--- src/rtl/xdec_pkg.sv ---
package xdec_pkg;
   typedef enum logic {MODE_24 = 1'b0, MODE_32 = 1'b1} bus_mode_e;

   // Function code 3'b111 on the low bits marks interrupt acknowledge
   function automatic logic is_iack(input logic [2:0] fc_low);
      return &fc_low;
   endfunction
endpackage

--- src/rtl/xdec_window.sv ---
module xdec_window #(
   parameter int          TAG_W     = 4,
   parameter logic [TAG_W-1:0] TAG  = '0,
   parameter xdec_pkg::bus_mode_e WANT_MODE = xdec_pkg::MODE_24
) (
   input  logic             mode_bit,
   input  logic             a31,
   input  logic             iack,
   input  logic [TAG_W-1:0] tag_field,
   output logic             hit
);
   logic mode_ok, tag_ok, top_ok;

   assign mode_ok = (mode_bit == logic'(WANT_MODE));
   assign tag_ok  = (tag_field == TAG);

   generate
      if (WANT_MODE == xdec_pkg::MODE_32) begin : g_top_needed
         assign top_ok = a31;
      end else begin : g_top_ignored
         assign top_ok = 1'b1;
      end
   endgenerate

   assign hit = mode_ok & tag_ok & top_ok & ~iack;
endmodule

--- src/rtl/xdec_capture.sv ---
module xdec_capture #(
   parameter int OFF_W = 20
) (
   input  logic             clk,
   input  logic             rst,
   input  logic             as_n,
   input  logic             hit24,
   input  logic             hit32,
   input  logic             iack,
   input  logic [OFF_W-1:0] off_in,
   output logic             sel_n,
   output logic             mode32,
   output logic [OFF_W-1:0] offset
);
   logic busy_q;

   always_ff @(posedge clk) begin
      if (rst) begin
         busy_q <= 1'b0;
         sel_n  <= 1'b1;
         mode32 <= 1'b0;
         offset <= '0;
      end else if (as_n) begin
         busy_q <= 1'b0;
         sel_n  <= 1'b1;
      end else if (!busy_q) begin
         busy_q <= 1'b1;
         sel_n  <= ~(hit24 | hit32);
         mode32 <= hit32;
         offset <= off_in;
      end
   end

   // reset state
   p_reset_clears_r1: assert property (@(posedge clk)
      rst |=> (sel_n && !mode32 && offset == '0));

   // interrupt acknowledge never selects
   p_iack_blocks_r5: assert property (@(posedge clk) disable iff (rst)
      (!as_n && !busy_q && iack) |=> sel_n);

   // mode flag rises only together with a select
   p_mode_with_sel_r6: assert property (@(posedge clk) disable iff (rst)
      $rose(mode32) |-> !sel_n);

   // outputs frozen for the rest of the strobe
   p_hold_in_cycle_r7: assert property (@(posedge clk) disable iff (rst)
      (busy_q && !as_n) |=> ($stable(sel_n) && $stable(mode32) && $stable(offset)));

   // strobe high releases select
   p_release_r8: assert property (@(posedge clk) disable iff (rst)
      as_n |=> sel_n);

   // two windows can never hit at once
   p_one_window: assert property (@(posedge clk) disable iff (rst)
      !(hit24 && hit32));
endmodule

--- src/rtl/xcard_addr_decode.sv ---
module xcard_addr_decode #(
   parameter int        LO_W       = 28,
   parameter int        OFF_W      = 20,
   parameter int        DEC_TOP    = 24,
   parameter logic [3:0] TAG24     = 4'hE,
   parameter logic [3:0] TAG32     = 4'h0,
   parameter bit        SUPPORT_24 = 1'b1
) (
   input  logic             clk,
   input  logic             rst,
   input  logic             as_n,
   input  logic [3:0]       fc,
   input  logic             addr_a31,
   input  logic [LO_W-1:0]  addr_lo,
   output logic             sel_n,
   output logic             mode32,
   output logic [OFF_W-1:0] offset
);
   localparam int TAG_W = DEC_TOP - OFF_W;

   generate
      if (TAG_W != 4) begin : g_bad_tag
         $error("decode field must be 4 bits wide");
      end
      if (LO_W <= DEC_TOP) begin : g_bad_lo
         $error("low address bus must reach above the decode field");
      end
   endgenerate

   logic             iack;
   logic             hit24, hit32;
   logic [TAG_W-1:0] tag_field;
   logic             unused_hi;

   assign iack      = xdec_pkg::is_iack(fc[2:0]);
   assign tag_field = addr_lo[DEC_TOP-1:OFF_W];
   assign unused_hi = ^addr_lo[LO_W-1:DEC_TOP];

   generate
      if (SUPPORT_24) begin : g_win24
         xdec_window #(
            .TAG_W(TAG_W), .TAG(TAG24[TAG_W-1:0]), .WANT_MODE(xdec_pkg::MODE_24)
         ) i_win24 (
            .mode_bit(fc[3]), .a31(addr_a31), .iack(iack),
            .tag_field(tag_field), .hit(hit24)
         );
      end else begin : g_no_win24
         assign hit24 = 1'b0;
      end
   endgenerate

   xdec_window #(
      .TAG_W(TAG_W), .TAG(TAG32[TAG_W-1:0]), .WANT_MODE(xdec_pkg::MODE_32)
   ) i_win32 (
      .mode_bit(fc[3]), .a31(addr_a31), .iack(iack),
      .tag_field(tag_field), .hit(hit32)
   );

   xdec_capture #(.OFF_W(OFF_W)) i_cap (
      .clk(clk), .rst(rst), .as_n(as_n),
      .hit24(hit24), .hit32(hit32), .iack(iack),
      .off_in(addr_lo[OFF_W-1:0]),
      .sel_n(sel_n), .mode32(mode32), .offset(offset)
   );
endmodule

--- config.mk ---
export PLATFORM = sky130hd
export DESIGN_NAME = xcard_addr_decode
export DESIGN_NICKNAME = d
export VERILOG_FILES = /design/src/rtl/xdec_pkg.sv /design/src/rtl/xdec_window.sv /design/src/rtl/xdec_capture.sv /design/src/rtl/xcard_addr_decode.sv
export SDC_FILE = /design/constraint.sdc
export NUM_CORES = 1
export LEC_CHECK = 0
export CORE_ASPECT_RATIO = 0.9
export CORE_MARGIN = 2
export CORE_UTILIZATION = 53
export DETAILED_ROUTE_END_ITERATION = 6
export DONT_BUFFER_PORTS = 1
export HOLD_SLACK_MARGIN = 0.08
export PLACE_DENSITY_LB_ADDON = 0.12
export SLEW_MARGIN = 5
export SYNTH_ARGS = -nofsm -noshare
export SYNTH_HDL_FRONTEND = slang
export SYNTH_SLANG_ARGS = --single-unit
--- constraint.sdc ---
create_clock -name clk -period 1.34 [get_ports clk]
set_clock_uncertainty 0.1 [all_clocks]
set_input_delay 0.201 -clock clk [delete_from_list [all_inputs] [get_ports clk]]
set_output_delay 0.201 -clock clk [all_outputs]
set_load 0.02 [all_outputs]
Word-level counts from Yosys, hierarchy flattened
Cells that the tools add are included.

storage, ports and cells
  register bits = 23
  input bits = 36
  output and inout bits = 22
  logic and storage cells = 21

cells by class
  equal/unequal tests = 1
  muxes and demuxes = 1
  bitwise gates (word level) = 11
  reduce and logical (&&, ||, !) cells = 4

operators by type and width
  cell                                         count
  1-bit bitwise AND                            5
  1-bit inverter                               5
  4-bit equality test (second input constant)  1
  4-bit zero test                              1
  3-bit AND reduction                          1
  2-bit AND reduction                          1
  2-bit OR reduction                           1
  1-bit two-way mux                            1
  1-bit OR                                     1

Depth between registers and ports, before layout
Gate-level depths: netlist of run 1.

  depth after elaboration = 6
  gate-level depth with buffers = 4
  mapped depth without buffers = 3

Modules after synthesis
From an unflattened synthesis of run 1, not the netlist that was laid out.

second synthesis, totals
  cell total of the unflattened synthesis = 105
  area, all modules = 950.9 um^2

modules (own cells, without submodules)
  module                         instances  cells an instance  area an instance (um^2)  seq. area each (um^2)
  xdec_capture                   1          99                 910.9                    460.4
  xdec_window (i_win32)          1          3                  18.8                     0.0
  xdec_window (g_win24.i_win24)  1          2                  15.0                     0.0
  xcard_addr_decode              1          1                  6.3                      0.0

Worst setup path after synthesis of run 1
No wires, ideal clock.

  kind = reg-to-reg
  start point = register i_cap.busy_q
  end point = register i_cap.offset[10]
  setup time = 0.125 ns
  arrival = 0.834 ns
  data required time = 1.115 ns
  slack = 0.281 ns
  cell stages (with the launch flop) = 5
  path buffers = 1
  clock period less this slack = 1.059 ns
  path through = dfxtp_1 -> or2_4 -> buf_12 -> nand2_2 -> a21oi_2

between the ends
  longest elaborated chain between the ends = 2

RTL lines
  element                        line                RTL
  from (decl)                    xdec_capture.sv:15  logic busy_q;
  from (signal assigned)         xdec_capture.sv:19  busy_q <= 1'b0;
  from (signal assigned)         xdec_capture.sv:24  busy_q <= 1'b0;
  from (signal assigned)         xdec_capture.sv:27  busy_q <= 1'b1;
  1-bit inverter (no line)       --
  2-bit AND reduction (no line)  --
  to (signal assigned)           xdec_capture.sv:30  offset <= off_in;
  to (decl)                      xdec_capture.sv:13  output logic [OFF_W-1:0] offset

Every way passes these cells.
A chain may end at the register's enable or synchronous reset.

Final worst setup path of run 1
  start point = register i_cap.busy_q
  end point = register i_cap.mode32

between the ends
  longest elaborated chain between the ends = 2

RTL lines
  element                        line                RTL
  1-bit inverter (no line)       --
  2-bit AND reduction (no line)  --
  to (signal assigned)           xdec_capture.sv:29  mode32 <= hit32;
  to (decl)                      xdec_capture.sv:12  output logic mode32,

Every way passes these cells.

==> results of run 1 <==
per-layer routing:
layer | part of all wire, % | wire length [um] | vias to the layer above
met1 | 41 | 863 | 364
met5 | 0 | 0 | -
met3 | 9.4 | 199 | 4
li1 | - | - | 396
met2 | 49 | 1030 | 40
met4 | 1.1 | 23 | 0
layout make-up:
type	count	area, sq um	area share (%)
multi-input cells	73	467	35.6
clock inverters	1	5.00	0.382
repair buffers	32	325	24.8
well taps	24	30.0	2.29
flip-flops and latches	23	460	35.1
clock buffers	3	22.5	1.72
layout by cell type (no fill, tap or decap), drive strengths merged, types with 2 or more instances in the layout:
cell type,Yosys,final
nand2,40,40
buf,6,3
dlygate4sd3,0,29
a31oi,2,2
nor2,4,4
clkbuf,0,3
a21oi,20,20
dfxtp,23,23
registers in the layout, indices dropped and copies added (netlist names):
signal and count:
i_cap.busy_q 1, i_cap.mode32 1, i_cap.offset 20, i_cap.sel_n 1
cell families (layout without fill, tap and decap cells):
logic type	Yosys count	count (layout)	synth area share [%]
and+or+nand+nor	49	49	26.9
AOI/OAI and AO/OA	24	24	20.4
DFF	23	23	46.6
buffers and inverters	6	36	6.08
critical path, cell delays in order, from the launching register on:
cell     delay, ps
dfxtp_1        380
or2_4          370
nor2_2          70
a31o_1         230
power by group through the flow:
stage	clock (mW)	combinational, mW	sequential (mW)
floorplan	0	0.125	0.798
global placement	0	0.109	0.804
detailed placement	0	0.113	0.804
CTS	0.325	0.204	0.789
global route	0.340	0.226	0.793
finish	0.305	0.205	0.788
timing repair:
item / CTS / global route
endpoints found under the hold margin: 23 / 0
resized for setup: 0 / 0
hold buffers: 30 / 0
metrics by stage:
| stage | area [sq um] | worst slack, ps | hold slack, ps |
|---|---|---|---|
| global placement | 972 | 144 | 167 |
| floorplan | 987 | 281 | 163 |
| CTS | 1310 | 110 | 81.0 |
| global route | 1310 | 35.3 | 112 |
| detailed placement | 972 | 132 | 168 |
| finish | 1310 | 95.4 | 91.4 |
worst min-delay path by stage:
stage / slack [ps] / end / cells after the start / from
4_1_cts: 80 / i_cap.sel_n / 3 / addr_lo[22]
6_report: 90 / i_cap.sel_n / 3 / addr_lo[22]
3_3_place_gp: 170 / i_cap.offset[3] / 1 / rst
3_5_place_dp: 170 / i_cap.offset[6] / 1 / rst
5_1_grt: 110 / i_cap.offset[5] / 4 / as_n
2_1_floorplan: 160 / i_cap.offset[3] / 1 / rst
==> flow_metrics.tcl, run 1 <==
set metrics [dict create \
    cts_setup_buffers 0 \
    grt_util_all_layers_pct 21.5 \
    critPathMaxFanout 21 \
    n_fill_cell 131 \
    globalRouteMet3Util_pct 9.60 \
    rows 14 \
    cts_tree "built" \
    synth-async-reset-ratio_pct 0 \
    crit_arrival_ps 1350 \
    die-area_sq_mm 0.00222 \
    clock_latency_ps 300 \
    grt_pass1_wl_um 3620 \
    cts_buffer_depth 2 \
    yosysUniqueCellTypes 16 \
    drt_wl_total_um 2120 \
    setup_tns_ps 0 \
    finalNonFillerCells 156 \
    maxCapViolations 0 \
    slew_headroom_pct 75.8 \
    antennaDiodeCount 0 \
    yosysMostFrequentCell "dfxtp_1" \
    status "complete, no violations" \
    fin_crit_sh_pct 92.9 \
    seq_area_frac_synth_pct 46.6 \
    cp-startpoint "i_cap.busy_q" \
    ir_drop_mv 0.875 \
    swShare_pct 27.7 \
    grt_pass1_vias 839 \
    p_leak_nw 0.464 \
    synth_edf_count 0 \
    vias 804 \
    ant_nets 0 \
    reg2reg_depth 3 \
    grt-busiest-layer "met2" \
    die_y_um 44.9 \
    r2r-end "i_cap.mode32" \
    dpl.hpwl_um 1220 \
    drc 0 \
    worst-endpoint-required_ps 1450 \
    met2_usage_pct 38.4 \
    areaGrowthSynthToFinish_pct 32.7 \
    initial_core_util_pct 57.5 \
    use_met1_pct 23.8 \
    worstMarginPinSlew_ps 364 \
    clkPwrFrac_pct 23.5 \
    p_comb_share_pct 15.8 \
    power.internal_uw 939 \
    clk_pin_slew_ps 120 \
    yosys-top-cells-count "23 x dfxtp_1, 20 x a21oi_2, 20 x nand2_1, 20 x nand2_2, 4 x buf_2" \
    dr.pass1.iters 3 \
    synth_area_leaders "dfxtp_1 47%, a21oi_2 18%, nand2_2 13%" \
    setup_viol 0 \
    p_seq_share_pct 60.7 \
    yosysTopAreaCell "dfxtp_1" \
    htree_levels 1 \
    reg2reg_slack_ps 100 \
    endpoint "i_cap.mode32" \
    portBuffers 0 \
    synth_ff_type "dfxtp_1" \
    ys_ff_latch 23 \
    syn-num-nets 138 \
    cts_buffers 3 \
    fmax_ghz 0.803 \
    pin_count 58 \
    final_core_util_pct 76.3 \
    vias_per_cell 5.15 \
    grt_start_max_net_pins 24 \
    antenna_found_initial 0 \
    slew_viol_final 0 \
    drive_gt1_share_pct 37.9 \
    hp-class "in2reg" \
    p_switching_uw 360 \
    coreArea_sq_mm 0.00172 \
    synthCells 102 \
    critical_path_class "reg2reg" \
    synth_area_sq_um 987 \
    yosysWarnings 0 \
    syn_area_per_cell_sq_um 9.68 \
    final_nets 169 \
    p_per_area_mw_per_mm2 991 \
    start_kind "flip-flop" \
    finalHoldViolCount 0 \
    overflow 0 \
    dpl.cell_count 122 \
    clock_sinks 23 \
    end_kind "flip-flop" \
    synth_top_area_share_pct 46.6 \
    r2r_start "i_cap.busy_q" \
    root_buffer "clkbuf_4" \
    gp_congestion 0.625 \
    power_mw 1.30 \
    drtIter0Drc 3 \
    rsz0062_at_grt "no" \
    chipWidth_um 49.5 \
    period_minus_slack_ps 1240 \
    wire_per_inst_um 13.6 \
]
No activity file was read; power rests on OpenSTA's default activity.
==> run 2, diff against run 1 <==
--- a/config.mk
+++ b/config.mk
@@ -10,6 +10,7 @@
 export CORE_UTILIZATION = 53
 export DETAILED_ROUTE_END_ITERATION = 6
 export DONT_BUFFER_PORTS = 1
+export GPL_TIMING_DRIVEN = 0
 export HOLD_SLACK_MARGIN = 0.08
 export PLACE_DENSITY_LB_ADDON = 0.12
 export SLEW_MARGIN = 5
==> run 2 against run 1 <==
  * Final area rose by 1.9%
  * Sequential cell count stayed put
  * Total power is 1.0% higher
  * Wire length is 6.5% higher
  * Sequential share of layout area decreased by 0.66 points
  * Fmax rose by 11%
  * Worst hold slack improved by 31 ps
  * Utilization up 1.5 points
  * Largest cell class unchanged
  * Highest routed layer unchanged
==> flow_metrics.tcl, run 2 (synthesized netlist as in run 1, its figures left out) <==
set metrics [dict create \
    status "complete, no violations" \
    areaGrowthSynthToFinish_pct 35.2 \
    globalRouteMet3Util_pct 5.30 \
    final_cell_mix "29 x dlygate4sd3_1, 23 x dfxtp_1, 20 x nand2_1, 20 x nand2_2, 20 x a21oi_2" \
    dr.pass1.iters 4 \
    crit_chain "or2_4 -> buf_12 -> nand2_2 -> a21oi_2" \
    critical_path_class "reg2reg" \
    worstMarginPinSlew_ps 280 \
    largest_register_ffs 20 \
    critPathMaxFanout 10 \
    grt_util_all_layers_pct 23.2 \
    drt_wl_total_um 2250 \
    end_kind "flip-flop" \
    ir_drop_mv 0.724 \
    slew_viol_final 0 \
    critPathBufInv 1 \
    die_y_um 44.9 \
    finalHoldViolCount 0 \
    met2_usage_pct 40.8 \
    final_nets 172 \
    cp_top_family "simple AND/OR/NAND/NOR gates" \
    grt_start_max_net_pins 14 \
    coreArea_sq_mm 0.00172 \
    regMostFlops "i_cap.offset" \
    grt-busiest-layer "met2" \
    cts_setup_buffers 0 \
    wire_per_inst_um 14.2 \
    clk_pin_slew_ps 110 \
    p_leak_nw 0.479 \
    worst-endpoint-required_ps 1430 \
    vias_per_cell 5.11 \
    grt_pass1_vias 846 \
    cts_tree "built" \
    final_core_util_pct 77.8 \
    root_buffer "clkbuf_4" \
    initial_core_util_pct 57.5 \
    clock_latency_ps 290 \
    setup_tns_ps 0 \
    fmax_ghz 0.895 \
    portBuffers 0 \
    slew_headroom_pct 81.3 \
    hp-class "in2reg" \
    cts_buffers 3 \
    vias 813 \
    maxCapViolations 0 \
    clock_sinks 23 \
    worst_slack_ps 223 \
    ant_nets 0 \
    die-area_sq_mm 0.00222 \
    overflow 0 \
    pin_count 58 \
    drc 0 \
    use_met1_pct 27.8 \
    rsz0062_at_grt "no" \
    chipWidth_um 49.5 \
    crit_arrival_ps 1210 \
    drive_gt1_share_pct 39.3 \
    max_stage_delay_ps 350 \
    fin_crit_sh_pct 83.4 \
    dpl.hpwl_um 1300 \
    p_per_area_mw_per_mm2 983 \
    htree_levels 1 \
    antennaDiodeCount 0 \
    gp_congestion 0.601 \
    slowest_stage "dfxtp_1" \
    setup_viol 0 \
    cts_buffer_depth 2 \
    drtIter0Drc 3 \
    period_minus_slack_ps 1120 \
    start_kind "flip-flop" \
    final_common_cell "dlygate4sd3_1" \
    grt_pass1_wl_um 3840 \
    dp_slack_ps 239 \
    power_mw 1.31 \
    rows 14 \
    antenna_found_initial 0 \
    cts_resized 0 \
]
run 2: changes by cell type in the layout (fill, tap and decap cells not counted), sizes merged:
cell | before | now
buf | 3 | 6
run 2: per-stage QoR:
stage,std cells,hold slack (ps),instance area [sq um]
2_1_floorplan,102,163,987
3_3_place_gp,126,165,1020
3_5_place_dp,126,166,1020
4_1_cts,159,102,1340
5_1_grt,159,114,1340
6_report,159,122,1340
run 2: final cells by class:
class                      instances  area [sq um]
buffer                             6          60.1
clock buffer                       3          22.5
clock inverter                     1          5.00
fill                             127           382
multi-input combinational         73           467
sequential                        23           460
tap                               24          30.0
timing repair buffer              29           290
run 2: worst paths after layout:
path | from | to | slack (ps) | cells after the start
worst min-delay path | addr_a31 | i_cap.sel_n | 120 | 3
worst max register to register | i_cap.busy_q | i_cap.offset[19] | 220 | 4
worst min register to register | i_cap.offset[14] | i_cap.offset[14] | 470 | 2
worst max-delay path | i_cap.busy_q | i_cap.offset[19] | 220 | 4
run 2: repair_timing:
item | in CTS | in global routing
setup endpoints to repair | 0 | 0
hold buffers | 29 | 0
hold endpoints to repair | 23 | 0
run 2: metal layers:
layer | vias up | share of wire, % | wire length, um
li1 | 399 | - | -
met1 | 376 | 42 | 943
met2 | 36 | 50 | 1120
met3 | 2 | 7.7 | 174
met4 | 0 | 0.80 | 18
met5 | - | 0 | 0
run 2: worst reg2reg max path: stages (launching register included):
cell and delay, ps:
dfxtp_1 350, or2_4 290, buf_12 160, nand2_2 70
a21oi_2 50
run 2: power breakdown:
group / total, mW / switching (mW) / internal [mW]
clock network: 0.307 / 0.196 / 0.111
logic: 0.217 / 0.0999 / 0.117
registers: 0.788 / 0.0686 / 0.719
==> run 3, diff against run 2 <==
==> constraint.sdc (replaced) <==
create_clock -name clk -period 1.1 [get_ports clk]
set_clock_uncertainty 0.1 [all_clocks]
set_input_delay 0.165 -clock clk [delete_from_list [all_inputs] [get_ports clk]]
set_output_delay 0.165 -clock clk [all_outputs]
set_load 0.02 [all_outputs]
==> run 3 against run 2 <==
  * Fmax rose by 2.3%
  * Critical endpoint unchanged
  * Non-clock buffer count rose by 3
  * Global-route usage fell by 0.51 points
  * Combinational power rose by 28%
  * Final cell count rose by 1.9%
==> flow_metrics.tcl, run 3 (synthesized netlist as in run 1, its figures left out) <==
set metrics [dict create \
    period_minus_slack_ps 1090 \
    status "complete, no violations" \
    final_cell_mix "32 x dlygate4sd3_1, 20 x nand2_1, 20 x nand2_2, 20 x a21oi_2, 17 x dfxtp_1" \
    r2r-end "i_cap.offset[19]" \
    coreArea_sq_mm 0.00172 \
    slew_headroom_pct 81.1 \
    finalHoldViolCount 0 \
    reg2reg_depth 4 \
    cts_tree "built" \
    portBuffers 0 \
    end_kind "flip-flop" \
    areaGrowthSynthToFinish_pct 39.5 \
    max_stage_delay_ps 350 \
    dr.pass1.iters 3 \
    die-area_sq_mm 0.00222 \
    endpoint "i_cap.offset[19]" \
    worstMarginPinSlew_ps 283 \
    vias_per_cell 5.09 \
    rows 14 \
    reg2reg_slack_ps 8 \
    cts_buffers 3 \
    drive_gt1_share_pct 42.8 \
    slowest_stage "dfxtp_2" \
    grt_util_all_layers_pct 22.7 \
    crit_arrival_ps 1180 \
    n_fill_cell 115 \
    r2r_start "i_cap.busy_q" \
    p_leak_nw 0.495 \
    clk_pin_slew_ps 130 \
    ir_drop_mv 0.884 \
    initial_core_util_pct 57.5 \
    drtIter0Drc 9 \
    timing.hold.ws_ps 89.1 \
    regMostFlops "i_cap.offset" \
    final_core_util_pct 80.2 \
    cts_buffer_depth 2 \
    antennaDiodeCount 0 \
    fmax_ghz 0.916 \
    final_common_cell "dlygate4sd3_1" \
    grt_start_max_net_pins 14 \
    grt_pass1_vias 863 \
    clock_sinks 23 \
    pin_count 58 \
    ant_nets 0 \
    maxCapViolations 0 \
    cp-startpoint "i_cap.busy_q" \
    antenna_found_initial 0 \
    grt_pass1_wl_um 3770 \
    drc 0 \
    fin_crit_sh_pct 99.3 \
    crit_chain "or2_4 -> buf_12 -> nand2_2 -> a21oi_2" \
    dp_slack_ps -1.38 \
    root_buffer "clkbuf_4" \
    rsz0062_at_grt "yes" \
    slew_viol_final 0 \
    vias 825 \
    gp_congestion 0.601 \
    overflow 0 \
    worst_slack_ps 7.86 \
    worst-endpoint-required_ps 1190 \
    hp-class "in2reg" \
    clock_latency_ps 290 \
    critPathMaxFanout 10 \
    die_y_um 44.9 \
    drt_wl_total_um 2330 \
    cts_setup_buffers 0 \
    largest_register_ffs 20 \
    p_per_area_mw_per_mm2 1170 \
    setup_viol 0 \
    dpl.hpwl_um 1300 \
    wire_per_inst_um 14.4 \
    chipWidth_um 49.5 \
    critical_path_class "reg2reg" \
    start_kind "flip-flop" \
    htree_levels 1 \
    final_nets 175 \
]
==> run 3: worst min path at each step <==
stage	from	endpoint	slack (ps)	cells past startpoint
2_1_floorplan	rst	i_cap.offset[3]	130	1
5_1_grt	rst	i_cap.offset[0]	80	2
6_report	rst	i_cap.offset[0]	90	2
3_3_place_gp	rst	i_cap.offset[3]	130	1
4_1_cts	rst	i_cap.offset[11]	80	2
3_5_place_dp	rst	i_cap.offset[3]	130	1
==> run 3: metal layers <==
layer | track usage [%] | vias to the layer above | part of all wire [%]
met3 | 5.63 | 2 | 7.5
met4 | 10.0 | 0 | 0.77
met1 | 26.3 | 380 | 42
met2 | 40.5 | 36 | 50
li1 | - | 407 | -
met5 | 0 | - | 0
==> run 3: worst max-delay path: cells and delay by family (launching register included) <==
family	cells	cell delay, ps
buffers and inverters	1	150
AND/OR/NAND/NOR	2	330
flip-flops	1	350
AO/OA/AOI/OAI	1	50
==> run 3: through the flow <==
step                TNS [ps]  cells  power, mW  cell area, sq um
global route            -194    162       1.71              1380
floorplan                  0    102       1.12               987
CTS                        0    161       1.62              1360
finish                     0    162       1.62              1380
detailed placement     -1.38    126       1.15              1020
global placement           0    126       1.15              1020
==> run 3: final cells by class <==
class | count | area [sq um] | area share (%)
buffer | 6 | 65.1 | 4.72
multi-input combinational | 73 | 467 | 33.9
clock buffer | 3 | 22.5 | 1.63
timing repair buffer | 32 | 320 | 23.3
tap | 24 | 30.0 | 2.18
sequential | 23 | 468 | 34.0
clock inverter | 1 | 5.00 | 0.363
==> run 3: power breakdown <==
group          switching (mW)  leakage (nW)  internal (mW)
Combinational           0.125         0.286          0.152
Clock                   0.241        0.0177          0.135
Sequential             0.0839         0.191          0.879
Total                   0.451         0.495           1.17
==> run 3: repair_timing <==
action,CTS,global route
endpoints found under the setup margin,8,25
pin swaps,1,0
hold buffers,31,1
endpoints found under the hold margin,23,4
gates cloned,0,0
resized for setup,1,9
